### src/rtl/ocp_pkt_pkg.sv
package ocp_pkt_pkg;

  localparam int CELL_W = 64;

  // OCP command codes
  localparam logic [2:0] CMD_IDLE = 3'd0;
  localparam logic [2:0] CMD_WR   = 3'd1;
  localparam logic [2:0] CMD_RD   = 3'd2;
  localparam logic [2:0] CMD_RDEX = 3'd3;
  localparam logic [2:0] CMD_WRNP = 3'd5;

  // OCP response codes
  localparam logic [1:0] RESP_NULL = 2'd0;
  localparam logic [1:0] RESP_DVA  = 2'd1;

  // header field positions used by the response side
  localparam int LEN_FLD_LSB = 50;
  localparam int LEN_FLD_W   = 8;
  localparam int TGT_FLD_W   = 6;

  typedef enum logic [3:0] {
    PT_READ      = 4'd0,
    PT_WRITE     = 4'd1,
    PT_WRNP      = 4'd2,
    PT_LOCKRD    = 4'd3,
    PT_RESP      = 4'd4,
    PT_UNLK_WR   = 4'd5,
    PT_UNLK_WRNP = 4'd6
  } pktType_e;

  typedef enum logic [1:0] {
    SEL_HDR  = 2'd0,
    SEL_ADDR = 2'd1,
    SEL_DATA = 2'd2
  } cellSel_e;

  typedef struct packed {
    cellSel_e reqSel;   // which request cell drives the output
    logic     hdrTake;  // header handed to the network this cycle
    logic     rspLoad;  // response header consumed: load beat count
    logic     rspTake;  // response data cell consumed
    logic     rspBeat;  // a response data cell is presented to the master
  } niStrobe_t;

  function automatic logic [CELL_W-1:0] mkHeader(
    input pktType_e             kind,
    input logic [1:0]           press,
    input logic [LEN_FLD_W-1:0] len,
    input logic [TGT_FLD_W-1:0] tgt,
    input logic [3:0]           src
  );
    mkHeader = {kind, press, len, tgt, src, 40'd0};
  endfunction

endpackage

### src/rtl/ocp_pkt_ctrl.sv
module ocp_pkt_ctrl
  import ocp_pkt_pkg::*;
(
  input  logic       clk,
  input  logic       rstN,
  input  logic [2:0] mCmd,
  input  logic       mDataValid,
  input  logic       mDataLast,
  input  logic       reqCellReady,
  input  logic       rspCellValid,
  input  logic       mRespAcc,
  input  logic       rspLastBeat,
  input  logic       rspLenZero,
  output niStrobe_t  stb,
  output logic       reqCellValid,
  output logic       sCmdAcc,
  output logic       sDataAcc,
  output logic       rspCellReady,
  output logic       lockActive
);

  typedef enum logic [1:0] {RQ_IDLE, RQ_ADDR, RQ_DATA} rqState_e;
  typedef enum logic {RS_HDR, RS_DATA} rsState_e;

  rqState_e rqState, rqNext;
  rsState_e rsState, rsNext;
  logic     wrQ;
  logic     lockQ;
  logic     cmdKnown;
  logic     cmdIsWr;

  assign cmdIsWr  = (mCmd == CMD_WR) || (mCmd == CMD_WRNP);
  assign cmdKnown = cmdIsWr || (mCmd == CMD_RD) || (mCmd == CMD_RDEX);
  assign lockActive = lockQ;
  assign rspCellReady = mRespAcc;

  // request packet sequencing
  always_comb begin
    stb.reqSel  = SEL_HDR;
    stb.hdrTake = 1'b0;
    reqCellValid = 1'b0;
    sCmdAcc  = 1'b0;
    sDataAcc = 1'b0;
    rqNext   = rqState;
    case (rqState)
      RQ_IDLE: begin
        reqCellValid = cmdKnown;
        sCmdAcc      = cmdKnown && reqCellReady;
        stb.hdrTake  = cmdKnown && reqCellReady;
        if (cmdKnown && reqCellReady) rqNext = RQ_ADDR;
      end
      RQ_ADDR: begin
        stb.reqSel   = SEL_ADDR;
        reqCellValid = 1'b1;
        if (reqCellReady) rqNext = wrQ ? RQ_DATA : RQ_IDLE;
      end
      RQ_DATA: begin
        stb.reqSel   = SEL_DATA;
        reqCellValid = mDataValid;
        sDataAcc     = mDataValid && reqCellReady;
        if (mDataValid && reqCellReady && mDataLast) rqNext = RQ_IDLE;
      end
      default: rqNext = RQ_IDLE;
    endcase
  end

  // response depacketizing
  always_comb begin
    stb.rspLoad = 1'b0;
    stb.rspTake = 1'b0;
    stb.rspBeat = 1'b0;
    rsNext = rsState;
    case (rsState)
      RS_HDR: begin
        if (rspCellValid && mRespAcc) begin
          stb.rspLoad = 1'b1;
          if (!rspLenZero) rsNext = RS_DATA;
        end
      end
      RS_DATA: begin
        stb.rspBeat = rspCellValid;
        stb.rspTake = rspCellValid && mRespAcc;
        if (rspCellValid && mRespAcc && rspLastBeat) rsNext = RS_HDR;
      end
      default: rsNext = RS_HDR;
    endcase
  end

  always_ff @(posedge clk or negedge rstN) begin
    if (!rstN) begin
      rqState <= RQ_IDLE;
      rsState <= RS_HDR;
      wrQ     <= 1'b0;
      lockQ   <= 1'b0;
    end else begin
      rqState <= rqNext;
      rsState <= rsNext;
      if (stb.hdrTake) begin
        wrQ <= cmdIsWr;
        if (mCmd == CMD_RDEX) lockQ <= 1'b1;
        else if (cmdIsWr)     lockQ <= 1'b0;
      end
    end
  end

endmodule

### src/rtl/ocp_pkt_dp.sv
module ocp_pkt_dp
  import ocp_pkt_pkg::*;
#(
  parameter int         ADDR_W  = 32,
  parameter int         TGT_LSB = 28,
  parameter int         TGT_W   = 2,
  parameter int         LEN_W   = 8,
  parameter logic [3:0] SRC_ID  = 4'h0
) (
  input  logic              clk,
  input  logic              rstN,
  input  niStrobe_t         stb,
  input  logic              lockActive,
  input  logic [2:0]        mCmd,
  input  logic [ADDR_W-1:0] mAddr,
  input  logic [LEN_W-1:0]  mBurstLen,
  input  logic [CELL_W-1:0] mData,
  input  logic [1:0]        mFlag,
  input  logic [CELL_W-1:0] rspCell,
  output logic [CELL_W-1:0] reqCell,
  output logic [1:0]        sResp,
  output logic [CELL_W-1:0] sData,
  output logic              sRespLast,
  output logic              rspLastBeat,
  output logic              rspLenZero
);

  logic [ADDR_W-1:0]    addrQ;
  logic [CELL_W-1:0]    hdrCell;
  logic [TGT_FLD_W-1:0] tgtField;
  logic [LEN_FLD_W-1:0] lenField;
  logic [LEN_FLD_W-1:0] rspLen;
  logic [LEN_FLD_W-1:0] rspCnt;
  pktType_e             pktType;

  // field widening chosen by parameters
  generate
    if (TGT_W == TGT_FLD_W) begin : g_tgtFull
      assign tgtField = mAddr[TGT_LSB +: TGT_W];
    end else begin : g_tgtPad
      assign tgtField = {{(TGT_FLD_W-TGT_W){1'b0}}, mAddr[TGT_LSB +: TGT_W]};
    end
    if (LEN_W == LEN_FLD_W) begin : g_lenFull
      assign lenField = mBurstLen;
    end else begin : g_lenPad
      assign lenField = {{(LEN_FLD_W-LEN_W){1'b0}}, mBurstLen};
    end
  endgenerate

  always_comb begin
    case (mCmd)
      CMD_RDEX: pktType = PT_LOCKRD;
      CMD_WR:   pktType = lockActive ? PT_UNLK_WR : PT_WRITE;
      CMD_WRNP: pktType = lockActive ? PT_UNLK_WRNP : PT_WRNP;
      default:  pktType = PT_READ;
    endcase
  end

  assign hdrCell = mkHeader(pktType, mFlag, lenField, tgtField, SRC_ID);

  always_comb begin
    case (stb.reqSel)
      SEL_ADDR: reqCell = {{(CELL_W-ADDR_W){1'b0}}, addrQ};
      SEL_DATA: reqCell = mData;
      default:  reqCell = hdrCell;
    endcase
  end

  assign rspLen      = rspCell[LEN_FLD_LSB +: LEN_FLD_W];
  assign rspLenZero  = (rspLen == '0);
  assign rspLastBeat = (rspCnt == LEN_FLD_W'(1));
  assign sData       = rspCell;
  assign sResp       = stb.rspBeat ? RESP_DVA : RESP_NULL;
  assign sRespLast   = stb.rspBeat && rspLastBeat;

  always_ff @(posedge clk or negedge rstN) begin
    if (!rstN) begin
      addrQ  <= '0;
      rspCnt <= '0;
    end else begin
      if (stb.hdrTake) addrQ <= mAddr;
      if (stb.rspLoad)      rspCnt <= rspLen;
      else if (stb.rspTake) rspCnt <= rspCnt - LEN_FLD_W'(1);
    end
  end

endmodule

### src/rtl/ocp_pkt_ni.sv
module ocp_pkt_ni
  import ocp_pkt_pkg::*;
#(
  parameter int         ADDR_W  = 32,
  parameter int         TGT_LSB = 28,
  parameter int         TGT_W   = 2,
  parameter int         LEN_W   = 8,
  parameter logic [3:0] SRC_ID  = 4'h0
) (
  input  logic              clk,
  input  logic              rstN,
  input  logic [2:0]        mCmd,
  input  logic [ADDR_W-1:0] mAddr,
  input  logic [LEN_W-1:0]  mBurstLen,
  input  logic [63:0]       mData,
  input  logic              mDataValid,
  input  logic              mDataLast,
  input  logic              mRespAcc,
  input  logic [1:0]        mFlag,
  output logic              sCmdAcc,
  output logic              sDataAcc,
  output logic [1:0]        sResp,
  output logic [63:0]       sData,
  output logic              sRespLast,
  output logic              reqCellValid,
  input  logic              reqCellReady,
  output logic [63:0]       reqCell,
  input  logic              rspCellValid,
  output logic              rspCellReady,
  input  logic [63:0]       rspCell
);

  niStrobe_t stb;
  logic      lockActive;
  logic      rspLastBeat;
  logic      rspLenZero;

  ocp_pkt_ctrl i_ctrl (
    .clk          (clk),
    .rstN         (rstN),
    .mCmd         (mCmd),
    .mDataValid   (mDataValid),
    .mDataLast    (mDataLast),
    .reqCellReady (reqCellReady),
    .rspCellValid (rspCellValid),
    .mRespAcc     (mRespAcc),
    .rspLastBeat  (rspLastBeat),
    .rspLenZero   (rspLenZero),
    .stb          (stb),
    .reqCellValid (reqCellValid),
    .sCmdAcc      (sCmdAcc),
    .sDataAcc     (sDataAcc),
    .rspCellReady (rspCellReady),
    .lockActive   (lockActive)
  );

  ocp_pkt_dp #(
    .ADDR_W  (ADDR_W),
    .TGT_LSB (TGT_LSB),
    .TGT_W   (TGT_W),
    .LEN_W   (LEN_W),
    .SRC_ID  (SRC_ID)
  ) i_dp (
    .clk         (clk),
    .rstN        (rstN),
    .stb         (stb),
    .lockActive  (lockActive),
    .mCmd        (mCmd),
    .mAddr       (mAddr),
    .mBurstLen   (mBurstLen),
    .mData       (mData),
    .mFlag       (mFlag),
    .rspCell     (rspCell),
    .reqCell     (reqCell),
    .sResp       (sResp),
    .sData       (sData),
    .sRespLast   (sRespLast),
    .rspLastBeat (rspLastBeat),
    .rspLenZero  (rspLenZero)
  );

endmodule

### config.mk
export PLATFORM = sky130hd
export DESIGN_NAME = ocp_pkt_ni
export DESIGN_NICKNAME = d
export VERILOG_FILES = /design/src/rtl/ocp_pkt_pkg.sv /design/src/rtl/ocp_pkt_ctrl.sv /design/src/rtl/ocp_pkt_dp.sv /design/src/rtl/ocp_pkt_ni.sv
export SDC_FILE = /design/constraint.sdc
export NUM_CORES = 1
export LEC_CHECK = 0
export ABC_AREA = 1
export BUFFER_PORTS_ARGS = -buffer_cell sky130_fd_sc_hd__buf_4
export CAP_MARGIN = 15
export CELL_PAD_IN_SITES_DETAIL_PLACEMENT = 2
export CELL_PAD_IN_SITES_GLOBAL_PLACEMENT = 2
export CORE_UTILIZATION = 17
export CTS_CLUSTER_DIAMETER = 200
export DETAILED_ROUTE_END_ITERATION = 7
export PLACE_DENSITY = 0.9
export SYNTH_ARGS = -nofsm -noshare
export SYNTH_HDL_FRONTEND = slang
export SYNTH_SLANG_ARGS = --single-unit
### constraint.sdc
create_clock -name clk -period 1.7 [get_ports clk]
set_input_delay 0 -clock clk [delete_from_list [all_inputs] [get_ports clk]]
set_output_delay 0 -clock clk [all_outputs]
set_load 0.05 [all_outputs]
Yosys cells after proc, flatten, opt, wreduce, memory -nomap -nowiden. Cells that the tools add are included.

$lt $le $gt $ge: 0. Div/mod/pow operators: 0. $add $sub $neg: 1. Multiplexer cells: 25. Bitwise gates (word level): 1. Equal/unequal tests: 12. Multipliers: 0. Reduce and logical (&&, ||, !) cells: 15. Shift-type cells: 0.

Operators with widths (count): case mux 64 bit (2 select lines) (1); 2-to-1 mux 8 bit (2); case mux 4 bit (3 select lines) (1); 2-to-1 mux 1 bit (10); 2-to-1 mux 2 bit (5); equality test 8 x 1 -> 1 bit (second input constant) (1); zero test 8 bit (1); subtractor 8 x 1 -> 8 bit (second input constant) (1); equality test 3 x 2 -> 1 bit (second input constant) (2); logical AND 1 bit (6); 2-to-1 mux 3 bit (2); case mux 2 bit (3 select lines) (1); equality test 2 x 1 -> 1 bit (second input constant) (2); equality test 2 bit (second input constant) (2); != test 2 x 1 -> 1 bit (second input constant) (2); case mux 2 bit (2 select lines) (1); nonzero test 2 bit (2); equality test 3 x 1 -> 1 bit (second input constant) (1); equality test 3 bit (second input constant) (1); logical OR 1 bit (3); case mux 1 bit (3 select lines) (1); AND reduction 3 bit (1); zero test 2 bit (1); != test 2 bit (second input constant) (1); other kinds (3) (3).

Word-level logic and storage cells: 60. Register bits: 45. Output and inout bits: 135. Bits in read-only memories: 0. Input bits: 180. Memories: 0. Memory bits (writable): 0. Bits in latches: 0.

Logic depth before layout (Yosys ltp). Gate-level depths: netlist (run 1).

Word-level depth: 7. Mapped depth: 8. Mapped depth without buffers: 8.

By module. A second synthesis (run 1) with hierarchy kept.

Cells, all modules: 496. Area total of the unflattened synthesis: 3409.5 µm².

By module, submodules not included: ocp_pkt_dp (cells each 444, area an instance 3083.0 µm², times used 1); ocp_pkt_ctrl (cells each 52, area an instance 326.6 µm², times used 1).

Worst setup path before layout (run 1). Ideal clock, no wire load.

Path kind: flip-flop to output port. From: register i_ctrl.rqState[0]. To: output reqCell[62]. Slack: -433 ps. Required time: 1700 ps. Cell stages (with the launch flop): 7. Data arrival time: 2133 ps. Path buffers: 1. Cells stage by stage: dfrtp_1 -> inv_1 -> ha_1 -> buf_2 -> clkinv_1 -> nand2_1 -> o21ai_0.

Longest elaborated chain between the ends: 4. Elaborated cells between the ends (all ways): 6. Classes of those cells: 4 x eq/ne; 2 x mux.

Ends and longest elaborated chain: from (decl) (line ocp_pkt_ctrl.sv:25) `rqState_e rqState, rqNext;`; from (signal assigned) (line ocp_pkt_ctrl.sv:96) `rqState <= rqNext;`; equality test 2 bit or equality test 2 x 1 -> 1 bit (tied branches) (line ocp_pkt_ctrl.sv:45) `case (rqState)`; case mux 2 bit (2 select lines) (*) (line ocp_pkt_ctrl.sv:45); equality test 2 bit or equality test 2 x 1 -> 1 bit (tied branches) (line ocp_pkt_dp.sv:62) `case (stb.reqSel)`; case mux 64 bit (2 select lines) (*) (line ocp_pkt_dp.sv:62); to (decl) (line ocp_pkt_ni.sv:27) `output logic [63:0] reqCell,`.

Every way passes the cells marked *; elsewhere a longest branch is shown, timed or not.

Final worst setup path (run 1).
From: register i_ctrl.rqState[0]. To: output reqCell[26].

The elaborated chain is that of the path after synthesis.

==> results of run 1 <==
==> registers in the layout, summed over array words and instances (netlist names) <==
signal             flops
i_dp.rspCnt            8
i_ctrl.wrQ             1
i_ctrl.rsState         1
i_dp.addrQ            32
i_ctrl.rqState         2
i_ctrl.lockActive      1
==> synth_stat cells <==
master and number:
buf_4 69, nand3_2 1, conb_1 1, o211ai_1 1, inv_2 1, buf_8 1, o22ai_1 1, nand3_1 26
nor3_1 2, o21ai_0 20, nand2_2 9, nand2_1 230, inv_1 40, dfrtp_1 45, nor2_1 15, buf_2 12
nand4_1 2, buf_6 1, ha_1 7, a21oi_1 42, clkbuf_1 5, clkinv_1 2, buf_1 2, buf_12 2
==> layout make-up <==
| cell class | count | area share |
|---|---|---|
| tap | 270 | 0.0551 |
| sequential | 45 | 0.184 |
| clock buffer | 5 | 0.0204 |
| multi-input combinational | 357 | 0.305 |
| inverter | 43 | 0.0275 |
| clock inverter | 2 | 0.00571 |
| timing repair buffer | 260 | 0.402 |
==> logic make-up after synthesis <==
logic type | after synthesis
AND/OR/NAND/NOR | 285
buffers and inverters | 135
AO/OA/AOI/OAI | 64
flip-flops | 45
adder cells (fa/ha/maj) | 7
other | 1
==> final timing paths <==
kind / end / slack (ns) / start / cells after the start
max: reqCell[26] / -0.05 / i_ctrl.rqState[0] / 7
min: sData[0] / 0.00002 / rspCell[0] / 0
max reg2reg: i_ctrl.lockActive / 0.27 / i_ctrl.rqState[0] / 6
min reg2reg: i_dp.addrQ[2] / 0.48 / i_dp.addrQ[2] / 2
max in group asynchronous: i_dp.addrQ[29] / 0.97 / rstN / 2
min in group asynchronous: i_dp.addrQ[24] / 0.28 / rstN / 2
==> what timing repair did <==
action / 4_1_cts / 5_1_grt
hold buffers: 34 / 0
cloned: 2 / 5
pin swaps: 1 / 25
resized for setup: 24 / 121
hold endpoints to repair: 78 / 0
setup buffers: 2 / 3
setup endpoints to repair: 49 / 65
==> metal layers <==
metal	global-route usage	vias to the layer above	routed length, um	share of wire
li1	-	1931	-	-
met1	0.144	2049	6610	0.37
met2	0.292	188	10100	0.56
met3	0.0361	24	994	0.055
met4	0.0289	0	304	0.017
met5	0	-	0	0
==> power by group <==
part	leakage (nW)	total (mW)	internal, mW	switching (mW)
registers	0.556	1.92	1.57	0.352
logic	2.48	8.12	2.97	5.15
clock network	0.0797	1.13	0.684	0.446
==> placed cells by master, fill, tap and decap left out <==
cell type	synthesis	layout
nand2_1	230	207
buf_4	69	158
buf_6	1	47
dfrtp_1	45	45
inv_1	40	38
dlygate4sd3_1	0	34
nand2_2	9	26
a21oi_2	0	21
a21oi_1	42	17
nand3_1	26	16
o21ai_0	20	16
nor2_1	15	15
nand3_2	1	11
clkbuf_16	0	10
buf_8	1	10
nand2_4	0	6
o21ai_2	0	4
a21oi_4	0	4
ha_1	7	4
buf_12	2	4
inv_2	1	3
ha_4	0	3
nand4_1	2	2
buf_16	0	2
inv_8	0	1
clkinv_1	2	1
nor3_1	2	1
nor3_2	0	1
o22ai_1	1	1
o211ai_1	1	1
conb_1	1	1
clkinv_2	0	1
bufinv_16	0	1
==> critical path: cells and delay by family (launching register included) <==
kind,cells,cell delay [ns]
AO/OA/AOI/OAI,1,0.17
adder cells (fa/ha/maj),1,0.21
buffers and inverters,4,0.61
flip-flops,1,0.40
AND/OR/NAND/NOR,1,0.06
==> through the flow <==
stage               utilization  hold WS [ns]  TNS, ns  setup slack, ns
floorplan                     -        -0.296    -7.29           -0.279
CTS                       0.274      0.000341    -1.14          -0.0791
detailed placement        0.240      0.000341        0           0.0674
global route              0.303     0.0000784    -3.00           -0.116
finish                    0.303     0.0000193   -0.166          -0.0535
global placement          0.240      0.000341        0            0.136
==> results.sh, run 1 <==
export IMPL_outcome="finished, violations left"
export IMPL_violations="setup timing"
export IMPL_grt_antenna_before_repair=0
export IMPL_cts_buffers=5
export IMPL_rsz0062_at_grt="yes"
export IMPL_clock_fmax_mhz=570
export IMPL_multi_input_area_mm2=0.00187
export IMPL_synth_top_cell_area_share=0.321
export IMPL_ir_drop_v=0.000548
export IMPL_period_share=1.03
export IMPL_required_ns=1.70
export IMPL_grtUsageTotal=0.143
export IMPL_path_common_cell="buf_6"
export IMPL_layout_nets=899
export IMPL_routed_wl_mm=18.0
export IMPL_num_vias=4192
export IMPL_insertion_delay_ns=0.29
export IMPL_crit_fanout=7
export IMPL_synthesis_area_mm2=0.00351
export IMPL_synth_compound_area_frac=0.0923
export IMPL_synth_largest_area_cell="dfrtp_1"
export IMPL_cp_start_kind="register"
export IMPL_p_total_mw=11.2
export IMPL_drt_iter0_markers=72
export IMPL_fp_dieArea_mm2=0.0212
export IMPL_cp_arrival_ns=1.75
export IMPL_final_cells=982
export IMPL_grt_pass1_vias=4558
export IMPL_synth_area_leaders="dfrtp_1, nand2_1, buf_4, a21oi_1, inv_1"
export IMPL_synth_fa_ha_area_frac=0.0249
export IMPL_drive_above_1_share=0.440
export IMPL_cellPowerDensity_mw_per_mm2=1820
export IMPL_synthMuxAreaShare=0
export IMPL_seq_area_mm2=0.00113
export IMPL_grt_overflow_total=0
export IMPL_cp_slowest_cell="dfrtp_1"
export IMPL_die_w_um=146
export IMPL_routed_via_density=4.27
export IMPL_clock_skew_ns=0.00367
export IMPL_cts_tree="yes"
export IMPL_clockBufferDepth=2
export IMPL_start_util=0.174
export IMPL_placed_cells=929
export IMPL_synth_top_family_by_area="simple AND/OR/NAND/NOR gates"
export IMPL_synth_cells=537
export IMPL_tightest_slew_ns=0.675
export IMPL_crit_type="register to output port"
export IMPL_die_h_um=146
export IMPL_slew_viol_final=0
export IMPL_num_antenna_cells=0
export IMPL_port_buffer_count=201
export IMPL_synth_distinct_cells=24
export IMPL_avgRoutedWirePerCell_um=18.4
export IMPL_synth_fp_nets=724
export IMPL_coreArea_mm2=0.0202
export IMPL_htree_levels=2
export IMPL_period_needed_ns=1.75
export IMPL_io_pins=315
export IMPL_area_growth_pct=74.6
export IMPL_finalSetupViolations=12
export IMPL_synth_warnings=0
export IMPL_maxCapViolCount=0
export IMPL_cts_num_sinks=45
export IMPL_hold_viol_final=0
export IMPL_post_dp_cell_area_mm2=0.00485
export IMPL_first_pass_iters=4
export IMPL_leakagePower_nw=3.12
export IMPL_fin_area_mm2=0.00613
export IMPL_synth_xor_area_frac=0
export IMPL_row_count=52
export IMPL_ys_ff_latch=45
export IMPL_antenna_left=0
export IMPL_end_kind="output port"
export IMPL_gp_congestion=0.795
export IMPL_worst_slack_ns=-0.0535
export IMPL_drc=0
export IMPL_cts_root_buffer="clkbuf_16"
export IMPL_synth_simple_gate_area_frac=0.324
export IMPL_hp_class="input port to output port"
export IMPL_clk_pin_slew_worst_paths_ns=0.07
export IMPL_grt_pass1_wl_mm=23.8
export IMPL_cp_slowest_stage_delay_ns=0.40
export IMPL_yosysSeqAreaShare=0.321
export IMPL_fillCellCount=2325
export IMPL_worst_slew_margin_rel=0.550
export IMPL_grt_max_degree=46
export IMPL_hpwl_mm=11.0
export IMPL_synth_avg_cell_area_um2=6.54
export IMPL_path_cells="inv_2, ha_4, buf_6, buf_12, nand2_4, a21oi_2, buf_6"
(Power assumes the default switching activity.)
==> run 2: changes to the inputs <==
--- a/config.mk
+++ b/config.mk
@@ -10,10 +10,10 @@
 export CAP_MARGIN = 15
 export CELL_PAD_IN_SITES_DETAIL_PLACEMENT = 2
 export CELL_PAD_IN_SITES_GLOBAL_PLACEMENT = 2
-export CORE_UTILIZATION = 17
+export CORE_UTILIZATION = 15
 export CTS_CLUSTER_DIAMETER = 200
 export DETAILED_ROUTE_END_ITERATION = 7
-export PLACE_DENSITY = 0.9
+export PLACE_DENSITY = 0.84
 export SYNTH_ARGS = -nofsm -noshare
 export SYNTH_HDL_FRONTEND = slang
 export SYNTH_SLANG_ARGS = --single-unit
==> constraint.sdc (replaced) <==
create_clock -name clk -period 1.6 [get_ports clk]
set_input_delay 0 -clock clk [delete_from_list [all_inputs] [get_ports clk]]
set_output_delay 0 -clock clk [all_outputs]
set_load 0.05 [all_outputs]
==> run 2 against run 1 <==
Cell area rose by 11%. The run still ends with setup timing left. Sequential power increased by 8%. Worst hold slack about the same. Combinational power grew 23%. Critical path type unchanged. Sequential cell count stayed put. Power rose by 19%. Cell count rose by 5.8%. Count of clock-buffer cells in the layout unchanged. Global-route usage up 0.75 points.
==> results.sh, run 2 (same netlist as run 1, synthesis figures left out) <==
export IMPL_outcome="finished, violations left"
export IMPL_violations="setup timing"
export IMPL_cp_slowest_cell="dfrtp_1"
export IMPL_layout_nets=913
export IMPL_port_buffer_count=201
export IMPL_antenna_left=0
export IMPL_cellPowerDensity_mw_per_mm2=1950
export IMPL_die_w_um=155
export IMPL_row_count=55
export IMPL_placed_cells=971
export IMPL_start_util=0.154
export IMPL_grt_antenna_before_repair=0
export IMPL_fin_area_mm2=0.00680
export IMPL_worst_slack_ns=-0.160
export IMPL_grt_max_degree=46
export IMPL_period_share=1.10
export IMPL_reg_top3="i_dp.addrQ x32, i_dp.rspCnt x8, i_ctrl.rqState x2"
export IMPL_num_vias=4289
export IMPL_first_pass_iters=4
export IMPL_path_cells="inv_2, ha_4, buf_12, buf_12, buf_16, nand2_4, a21oi_4, buf_6"
export IMPL_finalSetupViolations=65
export IMPL_clock_fmax_mhz=568
export IMPL_critical_path_top_delay_family="buffers and inverters"
export IMPL_die_h_um=155
export IMPL_leakagePower_nw=3.38
export IMPL_routed_via_density=4.13
export IMPL_worstSetupStartpoint="i_ctrl.rqState[0]"
export IMPL_post_dp_cell_area_mm2=0.00495
export IMPL_cp_start_kind="register"
export IMPL_rr_endpoint="i_ctrl.rqState[1]"
export IMPL_mostFrequentLayoutCells="nand2_1, buf_4, buf_6, dfrtp_1, nand2_2"
export IMPL_maxCapViolCount=0
export IMPL_cp_arrival_ns=1.76
export IMPL_insertion_delay_ns=0.30
export IMPL_grtUsageTotal=0.151
export IMPL_hold_viol_final=0
export IMPL_drt_iter0_markers=128
export IMPL_hpwl_mm=11.6
export IMPL_worst_slew_margin_rel=0.552
export IMPL_drc=0
export IMPL_largest_register="i_dp.addrQ"
export IMPL_clockBufferDepth=2
export IMPL_clk_pin_slew_worst_paths_ns=0.07
export IMPL_drive_above_1_share=0.508
export IMPL_htree_levels=2
export IMPL_avgRoutedWirePerCell_um=19.0
export IMPL_rrSetupSlack_ns=0.05
export IMPL_grt_overflow_total=0
export IMPL_end_kind="output port"
export IMPL_fillCellCount=2546
export IMPL_ff2ff_path_depth=9
export IMPL_num_antenna_cells=0
export IMPL_cp_endpoint="reqCell[11]"
export IMPL_area_growth_pct=93.7
export IMPL_cts_tree="yes"
export IMPL_coreArea_mm2=0.0228
export IMPL_required_ns=1.60
export IMPL_tightest_slew_ns=0.672
export IMPL_crit_type="register to output port"
export IMPL_path_common_cell="buf_12"
export IMPL_slew_viol_final=0
export IMPL_cts_num_sinks=45
export IMPL_fp_dieArea_mm2=0.0240
export IMPL_grt_pass1_wl_mm=27.2
export IMPL_final_cells=1039
export IMPL_final_common_cell="nand2_1"
export IMPL_hp_class="input port to output port"
export IMPL_routed_wl_mm=19.7
export IMPL_critPathBufInv=5
export IMPL_ir_drop_v=0.000689
export IMPL_r2r_start="i_ctrl.rqState[0]"
export IMPL_cp_slowest_stage_delay_ns=0.39
export IMPL_largest_reg_flops=32
export IMPL_cts_root_buffer="clkbuf_16"
export IMPL_gp_congestion=0.755
export IMPL_period_needed_ns=1.76
export IMPL_rsz0062_at_grt="yes"
export IMPL_grt_pass1_vias=4713
export IMPL_clock_skew_ns=0.0102
export IMPL_io_pins=315
export IMPL_cts_buffers=5
export IMPL_crit_fanout=7
export IMPL_holdPathStages=0
export IMPL_crit_cells=8
run 2: changes by cell type in the layout (fill, tap and decap cells not counted), moves of 5 or more:
cell	delta
buf_12	+7
nand2_1	-23
nand2_4	+14
inv_1	-5
nand2_2	+9
buf_8	+6
a21oi_4	+6
nand3_4	+5
a21oi_1	-9
buf_6	+10
buf_16	+5
buf_4	-11
run 2: timing repair:
action,CTS,global route
endpoints found under the hold margin,76,0
gates cloned,9,5
gates resized for setup,157,81
setup endpoints to repair,66,68
pin swaps,30,20
hold buffers,32,0
buffers inserted,10,7
run 2: worst register-to-register path, delay by kind of cell (launching register included):
family	cells	cell delay [ns]
flops	1	0.39
fa+ha+maj	1	0.19
buf+inv	5	0.63
simple gates	3	0.23
run 2: final cells by class:
cell class	count	area (um2)	share of cell area
Clock buffer	5	125	0.0184
Clock inverter	2	35.0	0.00515
Inverter	43	169	0.0248
Multi-Input combinational cell	357	2140	0.314
Sequential cell	45	1130	0.166
Tap cell	313	392	0.0576
Timing Repair Buffer	274	2820	0.414
run 2: how the worst min path moves through the flow:
| stage | slack, ns | startpoint | endpoint |
|---|---|---|---|
| 3_5_place_dp | 0.0003 | rspCell[10] | sData[10] |
| 2_1_floorplan | -0.30 | rstN | i_ctrl.lockActive |
| 6_report | 0.00002 | rspCell[2] | sData[2] |
| 3_3_place_gp | 0.0003 | rspCell[10] | sData[10] |
| 5_1_grt | 0.00007 | rspCell[2] | sData[2] |
| 4_1_cts | 0.0003 | rspCell[10] | sData[10] |
run 2: power breakdown:
part | total [mW] | leakage [nW] | switching (mW) | internal [mW]
Clock | 1.23 | 0.0797 | 0.501 | 0.728
Combinational | 9.98 | 2.74 | 6.08 | 3.91
Sequential | 2.07 | 0.556 | 0.397 | 1.67
Total | 13.3 | 3.38 | 6.97 | 6.30
run 2: per-layer routing:
layer	vias up	track usage	wire length, um
li1	1967	-	-
met1	2107	0.152	7270
met2	190	0.306	10900
met3	25	0.0379	1220
met4	0	0.0330	334
met5	-	0	0
run 2: through the flow:
step	utilization	hold slack, ns	setup WS (ns)	setup TNS, ns	power, mW
floorplan	-	-0.296	-0.379	-10.41	6.89
global placement	0.217	0.000341	0.0768	0	8.73
detailed placement	0.217	0.000341	0.0256	0	8.93
CTS	0.278	0.000341	-0.128	-5.83	12.4
global route	0.299	0.0000718	-0.221	-10.91	14.0
finish	0.299	0.0000193	-0.160	-5.78	13.3
==> run 3: changes to the inputs <==
--- a/config.mk
+++ b/config.mk
@@ -10,6 +10,7 @@
 export CAP_MARGIN = 15
 export CELL_PAD_IN_SITES_DETAIL_PLACEMENT = 2
 export CELL_PAD_IN_SITES_GLOBAL_PLACEMENT = 2
+export CORE_MARGIN = 5
 export CORE_UTILIZATION = 15
 export CTS_CLUSTER_DIAMETER = 200
 export DETAILED_ROUTE_END_ITERATION = 7
==> run 3 against run 2 <==
The run still ends with setup timing left. Clock power about the same. Core utilization decreased by 1.3 points. Cell count increased by 0.29%. Setup slack improved by 0.034 ns. Critical path depth decreased by 1. Count of clock-buffer cells in the layout unchanged. Cell area decreased by 2.2%. Clock skew decreased by 0.0041 ns. Non-clock buffer count decreased by 4. Sequential power about the same. Worst hold slack about the same.
==> results.sh, run 3 (same netlist as run 1, synthesis figures left out) <==
export IMPL_end_kind="output port"
export IMPL_met1_length_mm=7.85
export IMPL_cp_arrival_ns=1.73
export IMPL_cellPowerDensity_mw_per_mm2=1930
export IMPL_final_cells=1042
export IMPL_routed_wl_mm=19.1
export IMPL_tightest_slew_ns=0.671
export IMPL_cts_tree="yes"
export IMPL_fin_area_mm2=0.00665
export IMPL_grt_pass1_wl_mm=26.1
export IMPL_period_share=1.08
export IMPL_worst_slew_margin_rel=0.553
export IMPL_placed_cells=979
export IMPL_seq_area_mm2=0.00113
export IMPL_hp_class="input port to output port"
export IMPL_final_common_cell="nand2_1"
export IMPL_mostFrequentLayoutCells="nand2_1, buf_4, dfrtp_1, dlygate4sd3_1, buf_6"
export IMPL_rsz0062_at_grt="yes"
export IMPL_layout_nets=909
export IMPL_io_pins=315
export IMPL_largest_register="i_dp.addrQ"
export IMPL_finalSetupViolations=64
export IMPL_hold_viol_final=0
export IMPL_grt_max_degree=46
export IMPL_reg_top3="i_dp.addrQ x32, i_dp.rspCnt x8, i_ctrl.rqState x2"
export IMPL_grtUsageTotal=0.126
export IMPL_port_buffer_count=201
export IMPL_crit_type="register to output port"
export IMPL_cp_slowest_cell="dfrtp_1"
export IMPL_grt_antenna_before_repair=1
export IMPL_p_total_mw=12.8
export IMPL_largest_reg_flops=32
export IMPL_hpwl_mm=12.2
export IMPL_rrSetupSlack_ns=0.15
export IMPL_clock_skew_ns=0.00604
export IMPL_met3_length_mm=1.27
export IMPL_ir_drop_v=0.000608
export IMPL_grt_pass1_vias=4643
export IMPL_grt_overflow_total=0
export IMPL_cts_buffers=5
export IMPL_path_cells="inv_2, ha_4, buf_12, clkbuf_16, nand3_2, nand2_2, buf_8"
export IMPL_worstSetupStartpoint="i_ctrl.rqState[0]"
export IMPL_drc=0
export IMPL_insertion_delay_ns=0.30
export IMPL_drt_iter0_markers=139
export IMPL_die_w_um=163
export IMPL_ff2ff_path_depth=8
export IMPL_coreArea_mm2=0.0233
export IMPL_rr_endpoint="i_dp.addrQ[6]"
export IMPL_start_util=0.151
export IMPL_fp_dieArea_mm2=0.0266
export IMPL_clockBufferDepth=2
export IMPL_htree_levels=2
export IMPL_avgRoutedWirePerCell_um=18.4
export IMPL_violations="setup timing"
export IMPL_slew_viol_final=0
export IMPL_cp_endpoint="reqCell[58]"
export IMPL_crit_fanout=6
export IMPL_period_needed_ns=1.73
export IMPL_first_pass_iters=4
export IMPL_num_antenna_cells=0
export IMPL_multi_input_area_mm2=0.00207
export IMPL_gp_congestion=0.746
export IMPL_worst_slack_ns=-0.126
export IMPL_post_dp_cell_area_mm2=0.00496
export IMPL_die_h_um=163
export IMPL_routed_via_density=3.99
export IMPL_outcome="finished, violations left"
export IMPL_antenna_left=0
export IMPL_wl_met2_mm=9.81
export IMPL_cts_root_buffer="clkbuf_16"
export IMPL_cp_start_kind="register"
export IMPL_fillCellCount=2684
export IMPL_area_growth_pct=89.5
export IMPL_pre_cts_ws_ns=0.00349
export IMPL_maxCapViolCount=0
export IMPL_clk_pin_slew_worst_paths_ns=0.07
export IMPL_clock_fmax_mhz=579
export IMPL_row_count=56
export IMPL_cts_num_sinks=45
export IMPL_cp_slowest_stage_delay_ns=0.40
export IMPL_final_core_util=0.286
export IMPL_num_vias=4155
export IMPL_top_layer="met5"
export IMPL_drive_above_1_share=0.499
export IMPL_required_ns=1.60
export IMPL_leakagePower_nw=3.33
export IMPL_r2r_start="i_ctrl.rqState[0]"
## run 3: report_power, final
| part | switching, mW | internal, mW | total [mW] | leakage (nW) |
|---|---|---|---|---|
| Sequential | 0.386 | 1.67 | 2.05 | 0.556 |
| Clock | 0.503 | 0.741 | 1.24 | 0.0800 |
| Combinational | 5.85 | 3.68 | 9.52 | 2.69 |
| Total | 6.74 | 6.09 | 12.8 | 3.33 |
## run 3: per-layer routing
layer,up-vias,global-route usage
met1,2013,0.143
met4,2,0.0225
met3,23,0.0328
met5,-,0
met2,158,0.237
li1,1959,-
## run 3: layout make-up
class | instances | share of cell area
timing repair buffer | 270 | 0.408
clock inverter | 3 | 0.00696
inverter | 43 | 0.0269
sequential | 45 | 0.169
tap | 319 | 0.0600
clock buffer | 5 | 0.0188
multi-input combinational | 357 | 0.310
## run 3: how the worst min path moves through the flow
stage | depth (start not counted) | startpoint | slack [ns] | to
6_report | 0 | rspCell[38] | 0.00001 | sData[38]
5_1_grt | 0 | rspCell[15] | 0.00007 | sData[15]
4_1_cts | 0 | rspCell[17] | 0.0003 | sData[17]
3_5_place_dp | 0 | rspCell[17] | 0.0003 | sData[17]
3_3_place_gp | 0 | rspCell[17] | 0.0003 | sData[17]
2_1_floorplan | 0 | rstN | -0.30 | i_ctrl.lockActive
## run 3: critical path, delay by kind of cell, from the launching register on
family / cells / cell delay, ns
adder cells (fa/ha/maj): 1 / 0.25
buffers and inverters: 4 / 0.61
flip-flops: 1 / 0.40
AND/OR/NAND/NOR: 2 / 0.17
## run 3: stage by stage
stage	TNS, ns	hold slack, ns
after CTS	-5.20	0.000341
after global placement	0	0.000341
after detailed placement	0	0.000341
final	-4.14	0.0000140
after floorplan	-10.41	-0.296
after global routing	-10.10	0.0000739
## run 3: repair_timing
item / 4_1_cts / 5_1_grt
setup endpoints to repair: 66 / 66
gates resized for setup: 73 / 161
setup buffers: 9 / 2
gates cloned: 3 / 7
hold endpoints to repair: 78 / 0
hold buffers: 34 / 0
pin swaps: 5 / 17
